===== src/rtl/snpwm_pkg.sv =====
// snpwm_pkg: shared types and elaboration-time helpers for the sinusoidal
// PWM generator. Assumes the sine magnitude is evaluated only on constants.
package snpwm_pkg;

    localparam real TWO_PI = 6.28318530717958647692;

    // Quadrant of one sine period, taken from the two top address bits.
    typedef enum logic [1:0] {
        Q_RISE   = 2'd0,
        Q_FALL   = 2'd1,
        Q_DROP   = 2'd2,
        Q_RETURN = 2'd3
    } quad_t;

    // Rounded magnitude amp*sin(2*pi*idx/2^addr_w); used on constants only.
    function automatic int quarter_mag(input int idx, input int addr_w, input int amp);
        real ang;
        real val;
        ang = TWO_PI * real'(idx) / real'(2 ** addr_w);
        val = real'(amp) * $sin(ang);
        return $rtoi($floor(val + 0.5));
    endfunction

endpackage


===== src/rtl/snpwm_phase_acc.sv =====
// snpwm_phase_acc: modulo-2^PHASE_W phase register that integrates the
// frequency control word. Only the top ADDR_W bits leave the module.
// Assumes ADDR_W <= PHASE_W.
module snpwm_phase_acc #(
    parameter int PHASE_W = 24,
    parameter int ADDR_W  = 10
) (
    input  logic               clk,
    input  logic               rst_n,
    input  logic               en,
    input  logic [PHASE_W-1:0] fcw,
    output logic [ADDR_W-1:0]  addr
);

    logic [PHASE_W-1:0] acc;

    // Integrate the tuning word; wraps naturally at 2^PHASE_W.
    always_ff @(posedge clk) begin
        if (!rst_n) begin
            acc <= '0;
        end else if (en) begin
            acc <= acc + fcw;
        end
    end

    assign addr = acc[PHASE_W-1 -: ADDR_W];

    AST_ACC_FROZEN: assert property (@(posedge clk) disable iff (!rst_n)
        ($past(rst_n) && !$past(en)) |-> $stable(acc));

    AST_ACC_STILL: assert property (@(posedge clk) disable iff (!rst_n)
        ($past(rst_n) && $past(en) && ($past(fcw) == '0)) |-> $stable(acc));

endmodule


===== src/rtl/snpwm_sine_rom.sv =====
// snpwm_sine_rom: one full sine period in offset binary, rebuilt from a
// quarter-wave magnitude table of 2^(ADDR_W-2)+1 entries computed at
// elaboration. Combinational read. Assumes ADDR_W >= 3 and SAMPLE_W >= 2.
module snpwm_sine_rom #(
    parameter int ADDR_W   = 10,
    parameter int SAMPLE_W = 8
) (
    input  logic [ADDR_W-1:0]   addr,
    output logic [SAMPLE_W-1:0] sample
);
    import snpwm_pkg::*;

    localparam int QBITS = ADDR_W - 2;
    localparam int QLEN  = (2 ** QBITS) + 1;
    localparam int MID   = 2 ** (SAMPLE_W - 1);
    localparam int AMP   = MID - 1;
    localparam logic [QBITS:0]      QTOP = QBITS'(0) + (QBITS+1)'(2 ** QBITS);
    localparam logic [SAMPLE_W-1:0] MIDV = SAMPLE_W'(MID);

    logic [SAMPLE_W-2:0] qtab [QLEN];

    // One constant entry per quarter-wave point, endpoint included.
    for (genvar g = 0; g < QLEN; g++) begin : g_qtab
        localparam int MAG = quarter_mag(g, ADDR_W, AMP);
        assign qtab[g] = MAG[SAMPLE_W-2:0];
    end

    quad_t               quad;
    logic [QBITS-1:0]    step;
    logic [QBITS:0]      idx;
    logic [SAMPLE_W-2:0] mag;

    // Fold the address into the quarter table and restore the sign.
    always_comb begin
        quad = quad_t'(addr[ADDR_W-1 -: 2]);
        step = addr[QBITS-1:0];
        if (quad == Q_FALL || quad == Q_RETURN) begin
            idx = QTOP - {1'b0, step};
        end else begin
            idx = {1'b0, step};
        end
        mag = qtab[idx];
        if (quad == Q_DROP || quad == Q_RETURN) begin
            sample = MIDV - {1'b0, mag};
        end else begin
            sample = MIDV + {1'b0, mag};
        end
    end

    // Guard: the folded output never reaches code 0.
    always_comb begin
        AST_ROM_NONZERO: assert (sample != '0);
    end

endmodule


===== src/rtl/snpwm_carrier.sv =====
// snpwm_carrier: free-running sawtooth of CARR_W bits, advancing on enabled
// clocks. Flags the enabled clock on which it wraps to zero.
module snpwm_carrier #(
    parameter int CARR_W = 8
) (
    input  logic              clk,
    input  logic              rst_n,
    input  logic              en,
    output logic [CARR_W-1:0] count,
    output logic              wrap
);

    localparam logic [CARR_W-1:0] TOP = '1;

    // Step the sawtooth; rolls over from all-ones to zero.
    always_ff @(posedge clk) begin
        if (!rst_n) begin
            count <= '0;
        end else if (en) begin
            count <= count + 1'b1;
        end
    end

    assign wrap = en && (count == TOP);

    AST_CNT_WRAP: assert property (@(posedge clk) disable iff (!rst_n)
        ($past(rst_n) && $past(en) && ($past(count) == TOP)) |-> (count == '0));

    AST_CNT_FROZEN: assert property (@(posedge clk) disable iff (!rst_n)
        ($past(rst_n) && !$past(en)) |-> $stable(count));

endmodule


===== src/rtl/snpwm_pwm_stage.sv =====
// snpwm_pwm_stage: captures the table sample at each carrier wrap and
// compares it with the carrier. Output is high while carrier > sample.
// Assumes the carrier and the sample have the same width.
module snpwm_pwm_stage #(
    parameter int SAMPLE_W = 8
) (
    input  logic                clk,
    input  logic                rst_n,
    input  logic                en,
    input  logic                wrap,
    input  logic [SAMPLE_W-1:0] count,
    input  logic [SAMPLE_W-1:0] rom_sample,
    output logic [SAMPLE_W-1:0] sample,
    output logic                pwm
);

    localparam logic [SAMPLE_W-1:0] MIDV = SAMPLE_W'(2 ** (SAMPLE_W - 1));

    // Capture a new sample only when the carrier rolls over.
    always_ff @(posedge clk) begin
        if (!rst_n) begin
            sample <= MIDV;
        end else if (wrap) begin
            sample <= rom_sample;
        end
    end

    // Registered compare; forced low while the block is frozen.
    always_ff @(posedge clk) begin
        if (!rst_n) begin
            pwm <= 1'b0;
        end else begin
            pwm <= en && (count > sample);
        end
    end

    AST_SAMPLE_HELD: assert property (@(posedge clk) disable iff (!rst_n)
        ($past(rst_n) && !$past(wrap)) |-> $stable(sample));

    AST_PWM_QUIET: assert property (@(posedge clk) disable iff (!rst_n)
        !$past(en) |-> !pwm);

    AST_PWM_NOT_AT_ZERO: assert property (@(posedge clk) disable iff (!rst_n)
        pwm |-> ($past(count) != '0));

endmodule


===== src/rtl/snpwm_gen.sv =====
// snpwm_gen: sinusoidal PWM generator. Phase accumulator -> quarter-wave
// sine table -> per-period sample capture -> sawtooth comparator.
// Assumes a synchronous active-low reset and an 8-bit-class carrier whose
// width equals the sample width.
module snpwm_gen #(
    parameter int PHASE_W  = 24,
    parameter int ADDR_W   = 10,
    parameter int SAMPLE_W = 8
) (
    input  logic                clk,
    input  logic                rst_n,
    input  logic                en,
    input  logic [PHASE_W-1:0]  fcw,
    output logic [SAMPLE_W-1:0] sample,
    output logic                pwm
);

    localparam logic [SAMPLE_W-1:0] MIDV = SAMPLE_W'(2 ** (SAMPLE_W - 1));

    logic [ADDR_W-1:0]   addr;
    logic [SAMPLE_W-1:0] rom_sample;
    logic [SAMPLE_W-1:0] count;
    logic                wrap;

    snpwm_phase_acc #(.PHASE_W(PHASE_W), .ADDR_W(ADDR_W)) u_phase (
        .clk   (clk),
        .rst_n (rst_n),
        .en    (en),
        .fcw   (fcw),
        .addr  (addr)
    );

    snpwm_sine_rom #(.ADDR_W(ADDR_W), .SAMPLE_W(SAMPLE_W)) u_rom (
        .addr   (addr),
        .sample (rom_sample)
    );

    snpwm_carrier #(.CARR_W(SAMPLE_W)) u_carrier (
        .clk   (clk),
        .rst_n (rst_n),
        .en    (en),
        .count (count),
        .wrap  (wrap)
    );

    snpwm_pwm_stage #(.SAMPLE_W(SAMPLE_W)) u_pwm (
        .clk        (clk),
        .rst_n      (rst_n),
        .en         (en),
        .wrap       (wrap),
        .count      (count),
        .rom_sample (rom_sample),
        .sample     (sample),
        .pwm        (pwm)
    );

    AST_RESET_STATE: assert property (@(posedge clk) disable iff (!rst_n)
        !$past(rst_n) |-> ((sample == MIDV) && !pwm && (count == '0)));

endmodule


===== config.mk =====
export PLATFORM = sky130hd
export DESIGN_NAME = snpwm_gen
export DESIGN_NICKNAME = d
export VERILOG_FILES = /design/src/rtl/snpwm_pkg.sv /design/src/rtl/snpwm_phase_acc.sv /design/src/rtl/snpwm_sine_rom.sv /design/src/rtl/snpwm_carrier.sv /design/src/rtl/snpwm_pwm_stage.sv /design/src/rtl/snpwm_gen.sv
export SDC_FILE = /design/constraint.sdc
export NUM_CORES = 1
export LEC_CHECK = 0
export BUFFER_PORTS_ARGS = -buffer_cell sky130_fd_sc_hd__buf_2
export CORE_MARGIN = 8
export CORE_UTILIZATION = 61
export CTS_CLUSTER_SIZE = 40
export DETAILED_ROUTE_END_ITERATION = 10
export PLACE_DENSITY = 0.8
export SYNTH_ARGS = -nofsm -noshare
export SYNTH_HDL_FRONTEND = slang
export SYNTH_SLANG_ARGS = --single-unit

===== constraint.sdc =====
create_clock -name clk -period 10.5 [get_ports clk]
set_clock_uncertainty 0.15 [all_clocks]
set_input_delay 1.05 -clock clk [delete_from_list [all_inputs] [get_ports clk]]
set_output_delay 1.05 -clock clk [all_outputs]
set_load 0.01 [all_outputs]

### Word level (Yosys, flattened, before mapping)

Memories as Yosys holds them, arrays and structs flattened.
Index checks and enable logic that the tools add are counted.

| operators by class | value |
|---|---|
| equality and inequality tests | 4 |
| bitwise operators | 1 |
| mux-type cells | 4 |
| add/subtract/negate cells | 5 |
| reduce and logical (&&, ||, !) cells | 4 |
| order comparisons | 2 |

Operators with widths:

| kind | number |
|---|---|
| $add 24x24->24 | 1 |
| $mux 7 | 2 |
| $ge 10x10->1 const B | 1 |
| $not 9->10 | 1 |
| $mux 9 | 1 |
| $sub 9x8->9 const A | 1 |
| $add 8x1->8 const B | 1 |
| $add 8x7->8 const A | 1 |
| $eq 8x8->1 const B | 1 |
| $gt 8x8->1 | 1 |
| $mux 8 | 1 |
| $sub 8x7->8 const A | 1 |
| $eq 2x2->1 const B | 2 |
| $eq 2x1->1 const B | 1 |
| $logic_and 1x1->1 | 2 |
| $logic_or 1x1->1 | 2 |

| storage, ports and cells | value |
|---|---|
| bits in registers | 41 |
| memory bits (read-only) | 3584 |
| output and inout port bits | 9 |
| memories | 1 |
| bits of input ports | 27 |
| word-level logic and storage cells | 25 |

Memory list:

| memory | depth | width | read ports | clocked after memory_dff | write ports | line | source |
|---|---|---|---|---|---|---|---|
| (no name shown) | 512 | 7 | 1 | 0 | 0 | snpwm_sine_rom.sv:42 | `mag = qtab[idx];` |

### Longest topological paths before layout

Gate-level depths: netlist of run 1.

| depth | value |
|---|---|
| depth after elaboration | 9 |
| depth in mapped cells | 20 |
| mapped depth without buffers | 18 |

### Cells and area by module

A second synthesis of run 1 with hierarchy kept.

| unflattened totals | value |
|---|---|
| cells, all modules | 741 |
| area total of the unflattened synthesis | 5579.1 um^2 |

By module, submodules not included:

| module | times used | cells each | area each (um^2) | sequential area each (um^2) |
|---|---|---|---|---|
| snpwm_sine_rom | 1 | 384 | 2552.4 | 0.0 |
| snpwm_phase_acc | 1 | 264 | 2144.6 | 480.5 |
| snpwm_pwm_stage | 1 | 54 | 514.2 | 180.2 |
| snpwm_carrier | 1 | 39 | 367.9 | 160.2 |

### Worst setup path after synthesis of run 1

OpenSTA, ideal clock, no wires.

| timing | value |
|---|---|
| path type | register to register |
| start | register u_phase.acc[14] |
| end | register u_pwm.sample[6] |
| clock period less this slack | 4194 ps |
| path buffers | 4 |
| required time | 10225 ps |
| library setup time | 125 ps |
| data arrival time | 3919 ps |
| slack | 6306 ps |
| cell stages (with the launch flop) | 20 |
| cell sequence | dfxtp_1 -> clkbuf_1 -> inv_1 -> ha_1 -> clkbuf_1 -> a21o_1 -> ha_1 -> clkbuf_1 -> clkbuf_1 -> nor2_1 -> a21oi_1 -> o32ai_1 -> o211ai_1 -> a41oi_1 -> a31oi_1 -> inv_1 -> ha_1 -> a41oi_1 -> mux2i_1 -> o31ai_1 |

| on the way | value |
|---|---|
| word-level cells in the longest chain between the ends | 8 |
| elaborated cells between the ends (all ways) | 9 |
| classes of those cells | add/sub (3); mux (4); bitwise (1); memory (1) |

Ends and longest elaborated chain:

| what | line | source |
|---|---|---|
| start: declaration | snpwm_phase_acc.sv:15 | `logic [PHASE_W-1:0] acc;` |
| start signal: assignment | snpwm_phase_acc.sv:22 | `acc <= acc + fcw;` |
| $sub 9x8->9 | snpwm_sine_rom.sv:38 | `idx = QTOP - {1'b0, step};` |
| $mux 9 (*) | snpwm_sine_rom.sv:37 | `if (quad == Q_FALL \|\| quad == Q_RETURN) begin` |
| $not 9->10 (implied by the code) (*) | snpwm_sine_rom.sv:42 |  |
| $mem_v2 512x7 (*) | n/a |  |
| $mux 7 (implied by the code) (*) (2 in a row) | snpwm_sine_rom.sv:42 |  |
| $add 8x7->8 / $sub 8x7->8 (equally long branches) | snpwm_sine_rom.sv:46, snpwm_sine_rom.sv:44 |  |
| $mux 8 (*) | snpwm_sine_rom.sv:43 | `if (quad == Q_DROP \|\| quad == Q_RETURN) begin` |
| end signal: assignment | snpwm_pwm_stage.sv:24 | `sample <= rom_sample;` |
| end: declaration | snpwm_pwm_stage.sv:13 | `output logic [SAMPLE_W-1:0] sample,` |

Every way passes the cells marked *; elsewhere a longest branch is shown, timed or not. The select of a mux whose other input is x is not followed.
A chain may end at the register's enable or synchronous reset.

### Worst setup path after layout of run 1

Same ends and word-level chain as after synthesis.

==> insert_results.sql, run 1 <==
INSERT INTO impl_metrics (metric_group, metric, value, unit) VALUES
('synthesis', 'post_synth_most_frequent_cells', 'sky130_fd_sc_hd__nor2_1 (74), sky130_fd_sc_hd__a21oi_1 (48), sky130_fd_sc_hd__nand2_1 (45)', ''),
('synthesis', 'post_synth_instance_area', '5520', 'um2'),
('clocking', 'clockRootBuffer', 'sky130_fd_sc_hd__clkbuf_8', ''),
('sta', 'worst_pin_slew', '1.08', 'ns'),
('synthesis', 'yosys.cell_count.top_type', 'sky130_fd_sc_hd__nor2_1', ''),
('sta', 'period_share', '0.456', ''),
('placed_design', 'detailedPlacementHpwl', '11000', 'um'),
('pwr', 'ir_drop', '0.0973', 'mV'),
('worst_setup_path', 'critPathRequiredTime', '10.51', 'ns'),
('global_route', 'antenna_found_initial', '0', ''),
('synthesis', 'yosys.area_share.simple', '0.258', ''),
('floorplan', 'row_count', '34', ''),
('synthesis', 'async_flop_share', '0', ''),
('route', 'avgRoutedWirePerCell', '18.0', 'um'),
('synthesis', 'synth.area.mux_share', '0.0456', ''),
('sta', 'finalSetupViolations', '0', ''),
('sta', 'final_max_slew_viol_count', '0', ''),
('global_route', 'grt_pass1_vias', '5349', ''),
('floorplan', 'die_width', '111', 'um'),
('synthesis', 'synth-edff-count', '0', ''),
('final_layout', 'synthesis_to_layout_area_growth', '2.97', '%'),
('route', 'ant_nets', '0', ''),
('route', 'drc_errors', '0', ''),
('hold_path', 'hold_path_startpoint', 'u_phase.acc[8]', ''),
('floorplan', 'start_util', '0.630', ''),
('route', 'drt_iter0_drc', '795', ''),
('synthesis', 'yosysSeqAreaShare', '0.149', ''),
('clocking', 'clkLatencyLatePin', '0.31', 'ns'),
('sta', 'totalNegativeSetupSlack', '0', 'ns'),
('synthesis', 'yosys.cell_types.count', '91', ''),
('synthesis', 'synthesis.instances', '748', ''),
('final_layout', 'share_of_layout_cells_above_drive_strength_1', '0.114', ''),
('route', 'vias_per_cell', '6.81', ''),
('clocking', 'post-cts-setup-buffer-count', '0', ''),
('synthesis', 'ys_top_cells_by_area', 'sky130_fd_sc_hd__dfxtp_1 (15%), sky130_fd_sc_hd__ha_1 (9.1%), sky130_fd_sc_hd__nor2_1 (5.0%)', ''),
('synthesis', 'dominant_combinational_cell_family_by_area_after_synthesis', 'compound AO/OA/AOI/OAI gates', ''),
('route', 'drt_pass1_iterations', '6', ''),
('final_layout', 'design.final.nets', '802', ''),
('clocking', 'cts_made_buffers', '5', ''),
('synthesis', 'postSynthRegisterBits', '41', ''),
('clocking', 'ctsLongestPathBuffers', '2', ''),
('synthesis', 'synth_top_area_share', '0.149', ''),
('synthesis', 'synth_area_leader_cell', 'sky130_fd_sc_hd__dfxtp_1', ''),
('clocking', 'tritoncts_num_sinks', '41', ''),
('worst_setup_path', 'worst_r2r_startpoint', 'u_phase.acc[14]', ''),
('placed_design', 'port_buffers', '35', ''),
('pwr', 'cellLeakagePower', '2.29', 'nW'),
('worst_setup_path', 'worst_endpoint_data_arrival_time', '4.80', 'ns'),
('final_layout', 'antenna-diode-count', '0', ''),
('hold_path', 'min-delay-path-class', 'flip-flop to flip-flop', ''),
('floorplan', 'dieHeight', '111', 'um'),
('synthesis', 'ys.warnings.count', '0', ''),
('sta', 'finalHoldWorstSlack', '0.358', 'ns'),
('floorplan', 'core_area', '8760', 'um2'),
('global_route', 'globalRouteTotalUtil', '0.237', ''),
('synthesis', 'synth_xor_area_frac', '0.0615', ''),
('clocking', 'postCtsHoldBufs', '0', ''),
('pwr', 'power_density', '197', 'nW/um2'),
('sta', 'layout_min_cycle_time', '4.79', 'ns'),
('worst_setup_path', 'crit_path_start_kind', 'flip-flop', ''),
('clocking', 'cts_tree', 'built', ''),
('worst_setup_path', 'worst_setup_path_startpoint', 'u_phase.acc[14]', ''),
('clocking', 'cts.htree.levels', '2', ''),
('synthesis', 'syn_nets', '816', ''),
('worst_setup_path', 'worstSetupEndpointType', 'flip-flop', ''),
('worst_setup_path', 'critPathMaxFanout', '18', ''),
('status', 'outcome', 'finished clean', ''),
('synthesis', 'synth-adder-area-share', '0.0943', ''),
('route', 'route.vias.total', '5737', ''),
('worst_setup_path', 'timing.setup.critical_path_class', 'flip-flop to flip-flop', ''),
('synthesis', 'synthFlopType', 'sky130_fd_sc_hd__dfxtp_1', '');
[layer usage]
layer  global-route usage  vias to the layer above  wire [um]
li1                     -                     2760          -
met5                    0                        -          0
met2                0.387                      300       7010
met4               0.0773                        0        312
met3               0.0427                       37       1280
met1                0.306                     2640       6590
[kinds of logic after synthesis]
family	after synthesis
multiplexers	25
XOR/XNOR	37
flip-flops	41
buffers and inverters	96
adder cells (fa/ha/maj)	41
AND/OR/NAND/NOR	266
AO/OA/AOI/OAI	242
[worst max-delay path, stage by stage, from the launching register on]
cell and delay (ns):
sky130_fd_sc_hd__dfxtp_1 0.74, sky130_fd_sc_hd__inv_1 0.24, sky130_fd_sc_hd__ha_1 0.36, sky130_fd_sc_hd__and4bb_2 0.29
sky130_fd_sc_hd__a211oi_2 0.74, sky130_fd_sc_hd__buf_4 0.36, sky130_fd_sc_hd__nand2_1 0.09, sky130_fd_sc_hd__a211oi_1 0.29
sky130_fd_sc_hd__a2111oi_0 0.13, sky130_fd_sc_hd__a21oi_1 0.21, sky130_fd_sc_hd__o22a_1 0.21, sky130_fd_sc_hd__inv_1 0.08
sky130_fd_sc_hd__ha_1 0.22, sky130_fd_sc_hd__a41oi_1 0.22, sky130_fd_sc_hd__mux2i_1 0.22, sky130_fd_sc_hd__o31ai_1 0.09
[power breakdown]
group	internal (mW)	switching, mW
clock network	0.0774	0.0587
registers	0.172	0.0383
logic	0.291	0.482
[per-stage QoR]
stage | std cells | cell area (um2) | util | power [mW] | setup WS [ns]
floorplan | 748 | 5520 | - | 0.822 | 6.31
global placement | 835 | 5560 | 0.635 | 0.947 | 5.94
detailed placement | 835 | 5560 | 0.635 | 0.960 | 5.82
CTS | 843 | 5680 | 0.648 | 1.10 | 5.80
global route | 843 | 5680 | 0.648 | 1.20 | 5.33
finish | 843 | 5680 | 0.648 | 1.12 | 5.71
[registers in the layout, indices dropped and copies added, names as in the netlist]
name / cells
u_pwm.sample: 8
u_carrier.count: 8
u_phase.acc: 24
u_pwm.pwm: 1
[cell type report]
type                    instances  area (um2)
clock inverters                 2        37.5
fillers                       765        3080
repair buffers                 44         243
multi-input cells             611        4250
inverters                      31         116
clock buffers                   6        82.6
well taps                     108         135
flip-flops and latches         41         822
[path summary, 6_finish.rpt]
check        slack [ns]              end  depth (start not counted)
min                0.36   u_phase.acc[8]                          2
max                5.71  u_pwm.sample[6]                         15
max reg2reg        5.71  u_pwm.sample[6]                         15
min reg2reg        0.36   u_phase.acc[8]                          2
[layout by cell type, fill, tap and decap left out, types with 13 or more instances in the layout]
cell                       instances
sky130_fd_sc_hd__nand2b_1         14
sky130_fd_sc_hd__ha_1             40
sky130_fd_sc_hd__inv_1            30
sky130_fd_sc_hd__nand4_1          14
sky130_fd_sc_hd__a211oi_1         17
sky130_fd_sc_hd__nor3_1           13
sky130_fd_sc_hd__xor2_1           15
sky130_fd_sc_hd__buf_2            35
sky130_fd_sc_hd__a31oi_1          13
sky130_fd_sc_hd__o21ai_0          42
sky130_fd_sc_hd__mux2i_1          24
sky130_fd_sc_hd__nor2b_1          15
sky130_fd_sc_hd__nor2_1           74
sky130_fd_sc_hd__a21oi_1          48
sky130_fd_sc_hd__nand3_1          26
sky130_fd_sc_hd__xnor2_1          19
sky130_fd_sc_hd__dfxtp_1          40
sky130_fd_sc_hd__nand2_1          45
Note: power is estimated with default switching activity, not from simulation.
==> run 2: changes to the inputs <==
ABC_AREA = 1   (was unset)
PLACE_DENSITY = 0.81   (was 0.8)
clock period = 4.6 ns   (was 10.5 ns; I/O delays follow)
==> run 2 against run 1 <==
Compared with the run above: flip-flop and latch count unchanged; cell area is 14% lower; clock power increased by 130%; register-to-register slack lost 4.9 ns; count of clock-buffer cells in the layout is the same; critical path depth grew 5; die area is 15% lower; sequential power up 95%; global-route usage is 1.4 points higher; hold slack worse by 0.013 ns; critical path type unchanged; highest routed layer unchanged.
==> insert_results.sql, run 2 <==
INSERT INTO impl_metrics (metric_group, metric, value, unit) VALUES
('status', 'outcome', 'finished clean', ''),
('final_layout', 'synthesis_to_layout_area_growth', '6.00', '%'),
('worst_setup_path', 'worst_endpoint_data_arrival_time', '3.85', 'ns'),
('synthesis', 'yosys.cell_types.count', '46', ''),
('worst_setup_path', 'max_stage_delay', '0.54', 'ns'),
('final_layout', 'multi_input_area', '3280', 'um2'),
('hold_path', 'min-delay-path-class', 'flip-flop to flip-flop', ''),
('synthesis', 'ys_top_cells_by_area', 'sky130_fd_sc_hd__dfxtp_1 (18%), sky130_fd_sc_hd__nand2_1 (15%), sky130_fd_sc_hd__ha_1 (11%)', ''),
('clocking', 'post-cts-setup-buffer-count', '0', ''),
('route', 'vias_per_cell', '5.80', ''),
('floorplan', 'core_area', '7250', 'um2'),
('synthesis', 'synth_area_per_cell', '6.05', 'um2'),
('route', 'drc_errors', '0', ''),
('synthesis', 'async_flop_share', '0', ''),
('sta', 'finalHoldWorstSlack', '0.345', 'ns'),
('pwr', 'power.share.clock', '0.188', ''),
('final_layout', 'most-common-layout-cells', 'sky130_fd_sc_hd__nand2_1 (186), sky130_fd_sc_hd__nor2_1 (83), sky130_fd_sc_hd__inv_1 (80), sky130_fd_sc_hd__nand3_1 (80), sky130_fd_sc_hd__o21ai_0 (59)', ''),
('synthesis', 'syn_nets', '826', ''),
('sta', 'totalNegativeSetupSlack', '0', 'ns'),
('global_route', 'globalRouteTotalUtil', '0.251', ''),
('final_layout', 'largestRegisters', 'u_phase.acc (24), u_carrier.count (8), u_pwm.sample (8)', ''),
('synthesis', 'synthesis.instances', '758', ''),
('route', 'route.vias.total', '5074', ''),
('sta', 'timing_hold_violations_final', '0', ''),
('pwr', 'power_density', '346', 'nW/um2'),
('synthesis', 'synth_area_leader_cell', 'sky130_fd_sc_hd__dfxtp_1', ''),
('route', 'drt_pass1_iterations', '5', ''),
('clocking', 'cts_made_buffers', '5', ''),
('synthesis', 'post_synth_most_frequent_cells', 'sky130_fd_sc_hd__nand2_1 (186), sky130_fd_sc_hd__nor2_1 (83), sky130_fd_sc_hd__inv_1 (80), sky130_fd_sc_hd__nand3_1 (80), sky130_fd_sc_hd__o21ai_0 (59)', ''),
('worst_setup_path', 'worstSetupEndpointType', 'flip-flop', ''),
('placed_design', 'cell_area_after_placement', '4740', 'um2'),
('placed_design', 'routability_cong', '0.969', ''),
('worst_setup_path', 'critical-path-top-cell-by-count', 'sky130_fd_sc_hd__nand2_1', ''),
('global_route', 'grt_first_pass_wirelength', '21700', 'um'),
('synthesis', 'post_synth_instance_area', '4580', 'um2'),
('sta', 'worst_pin_slew', '0.841', 'ns'),
('route', 'ant_nets', '0', ''),
('synthesis', 'yosysSeqAreaShare', '0.179', ''),
('worst_setup_path', 'timing.setup.critical_path_class', 'flip-flop to flip-flop', ''),
('pwr', 'netSwitchingFraction', '0.480', ''),
('route', 'postRouteWirelength', '12600', 'um'),
('floorplan', 'io_pins', '36', ''),
('global_route', 'globalRoute.totalOverflow', '0', ''),
('sta', 'final_max_slew_viol_count', '0', ''),
('worst_setup_path', 'cp_slowest_cell', 'sky130_fd_sc_hd__dfxtp_1', ''),
('clocking', 'clockRootBuffer', 'sky130_fd_sc_hd__clkbuf_8', ''),
('pwr', 'combinational_share_of_power', '0.568', ''),
('clocking', 'ctsLongestPathBuffers', '2', ''),
('run', 'max_cap_viols', '0', ''),
('placed_design', 'pre_cts_ws', '0.867', 'ns'),
('pwr', 'ir_drop', '0.231', 'mV'),
('final_layout', 'antenna-diode-count', '0', ''),
('synthesis', 'synthFlopType', 'sky130_fd_sc_hd__dfxtp_1', ''),
('pwr', 'finalPower', '1.68', 'mW'),
('placed_design', 'port_buffers', '35', ''),
('floorplan', 'die_width', '103', 'um'),
('global_route', 'largest_net_degree_at_the_start_of_global_routing', '35', ''),
('final_layout', 'share_of_layout_cells_above_drive_strength_1', '0.103', ''),
('synthesis', 'postSynthRegisterBits', '41', ''),
('worst_setup_path', 'critPathRequiredTime', '4.65', 'ns'),
('pwr', 'cellLeakagePower', '2.52', 'nW'),
('clocking', 'tritoncts_num_sinks', '41', ''),
('clocking', 'cts_tree', 'built', ''),
('final_layout', 'area.sequential', '821', 'um2'),
('final_layout', 'design.final.nets', '843', ''),
('route', 'drt_iter0_drc', '336', ''),
('clocking', 'clkLatencyLatePin', '0.30', 'ns'),
('final_layout', 'final_core_util', '0.670', ''),
('sta', 'worst_slack', '0.807', 'ns'),
('clocking', 'post_cts_resized', '0', ''),
('pwr', 'cell_internal_pwr', '0.873', 'mW'),
('final_layout', 'finalNonFillerCells', '875', ''),
('floorplan', 'dieArea', '10500', 'um2'),
('clocking', 'clkTransAtPathRegs', '0.09', 'ns'),
('worst_setup_path', 'critPathTopFamily', 'simple AND/OR/NAND/NOR gates', ''),
('final_layout', 'layout.cells.most_common', 'sky130_fd_sc_hd__nand2_1', ''),
('worst_setup_path', 'crit_path_start_kind', 'flip-flop', ''),
('final_layout', 'register_bank_with_the_most_flops', 'u_phase.acc', ''),
('sta', 'layout_min_cycle_time', '3.79', 'ns'),
('synthesis', 'ys.warnings.count', '0', ''),
('worst_setup_path', 'timing.critical_path.buf_inv', '4', ''),
('clocking', 'cts.htree.levels', '2', ''),
('placed_design', 'detailedPlacementHpwl', '9570', 'um'),
('synthesis', 'synth-edff-count', '0', ''),
('synthesis', 'yosys.cell_count.top_type', 'sky130_fd_sc_hd__nand2_1', ''),
('floorplan', 'start_util', '0.632', ''),
('floorplan', 'row_count', '31', ''),
('placed_design', 'place.detailed.instances', '867', ''),
('clocking', 'postCtsHoldBufs', '0', ''),
('pwr', 'sequentialPowerShare', '0.245', ''),
('sta', 'period_share', '0.825', ''),
('final_layout', 'design_area', '4860', 'um2'),
('route', 'avgRoutedWirePerCell', '14.4', 'um'),
('pwr', 'netSwitchingPower', '0.806', 'mW'),
('worst_setup_path', 'crit_path_cell_trace', 'inv_2, ha_1, nand3_1, nand2_1, nand2_1, nand2_1, inv_2, nand3_1, nand3_1, nand3_1, nand3_1, nand2_1, nand2_1, inv_1, ha_1, or2_2, nand2_1, nand2_1, o221ai_1, inv_1', ''),
('global_route', 'antenna_found_initial', '0', ''),
('worst_setup_path', 'critPathMaxFanout', '21', ''),
('global_route', 'grt_pass1_vias', '4877', ''),
('sta', 'grt_setup_unrepaired', 'false', ''),
('sta', 'relSlewSlack', '0.437', ''),
('floorplan', 'dieHeight', '103', 'um'),
('final_layout', 'largest_reg_flops', '24', ''),
('synthesis', 'synth_top_area_share', '0.179', ''),
('sta', 'finalSetupViolations', '0', ''),
('sta', 'max_freq', '264', 'MHz'),
('final_layout', 'fill_cells', '672', '');
==> run 2: cell type report <==
class                   instances  share of cell area
well taps                      99              0.0255
clock buffers                   6              0.0170
clock inverters                 2             0.00772
multi-input cells             604               0.675
inverters                      86              0.0664
flip-flops and latches         41               0.169
repair buffers                 37              0.0391
==> run 2: final timing paths <==
path                    from              end  slack (ns)  cells past startpoint
max          u_phase.acc[14]  u_pwm.sample[2]        0.81                     20
min          u_pwm.sample[1]  u_pwm.sample[1]        0.35                      2
max reg2reg  u_phase.acc[14]  u_pwm.sample[2]        0.81                     20
min reg2reg  u_pwm.sample[1]  u_pwm.sample[1]        0.35                      2
==> run 2: kinds of logic (layout without fill, tap and decap cells) <==
group / after synthesis / in the layout / share of synthesized area
AND/OR/NAND/NOR: 395 / 395 / 0.382
AO/OA/AOI/OAI: 148 / 148 / 0.181
buffers and inverters: 113 / 131 / 0.105
adder cells (fa/ha/maj): 41 / 41 / 0.114
flip-flops: 41 / 41 / 0.179
XOR/XNOR: 20 / 20 / 0.0398
==> run 2: worst reg2reg max path, cell delays in order (launching register included) <==
cell and delay, ns:
sky130_fd_sc_hd__dfxtp_1 0.54, sky130_fd_sc_hd__inv_2 0.14, sky130_fd_sc_hd__ha_1 0.25, sky130_fd_sc_hd__nand3_1 0.10, sky130_fd_sc_hd__nand2_1 0.05, sky130_fd_sc_hd__nand2_1 0.06, sky130_fd_sc_hd__nand2_1 0.33, sky130_fd_sc_hd__inv_2 0.43
sky130_fd_sc_hd__nand3_1 0.19, sky130_fd_sc_hd__nand3_1 0.12, sky130_fd_sc_hd__nand3_1 0.10, sky130_fd_sc_hd__nand3_1 0.10, sky130_fd_sc_hd__nand2_1 0.08, sky130_fd_sc_hd__nand2_1 0.06, sky130_fd_sc_hd__inv_1 0.06, sky130_fd_sc_hd__ha_1 0.22
sky130_fd_sc_hd__or2_2 0.31, sky130_fd_sc_hd__nand2_1 0.07, sky130_fd_sc_hd__nand2_1 0.06, sky130_fd_sc_hd__o221ai_1 0.19, sky130_fd_sc_hd__inv_1 0.05
==> run 2: metal layers <==
metal	track usage	wire length, um	vias up	part of all wire
li1	-	-	2558	-
met1	0.288	5350	2288	0.42
met2	0.444	6120	180	0.48
met3	0.0324	669	48	0.053
met4	0.131	476	0	0.038
met5	0	0	-	0
==> run 2: power by group through the flow <==
stage,logic (mW),registers [mW],clock network [mW]
after floorplan,0.764,0.406,0
after global placement,0.904,0.417,0
after detailed placement,0.925,0.418,0
after CTS,0.930,0.410,0.321
after global routing,1.07,0.415,0.336
final,0.954,0.411,0.315
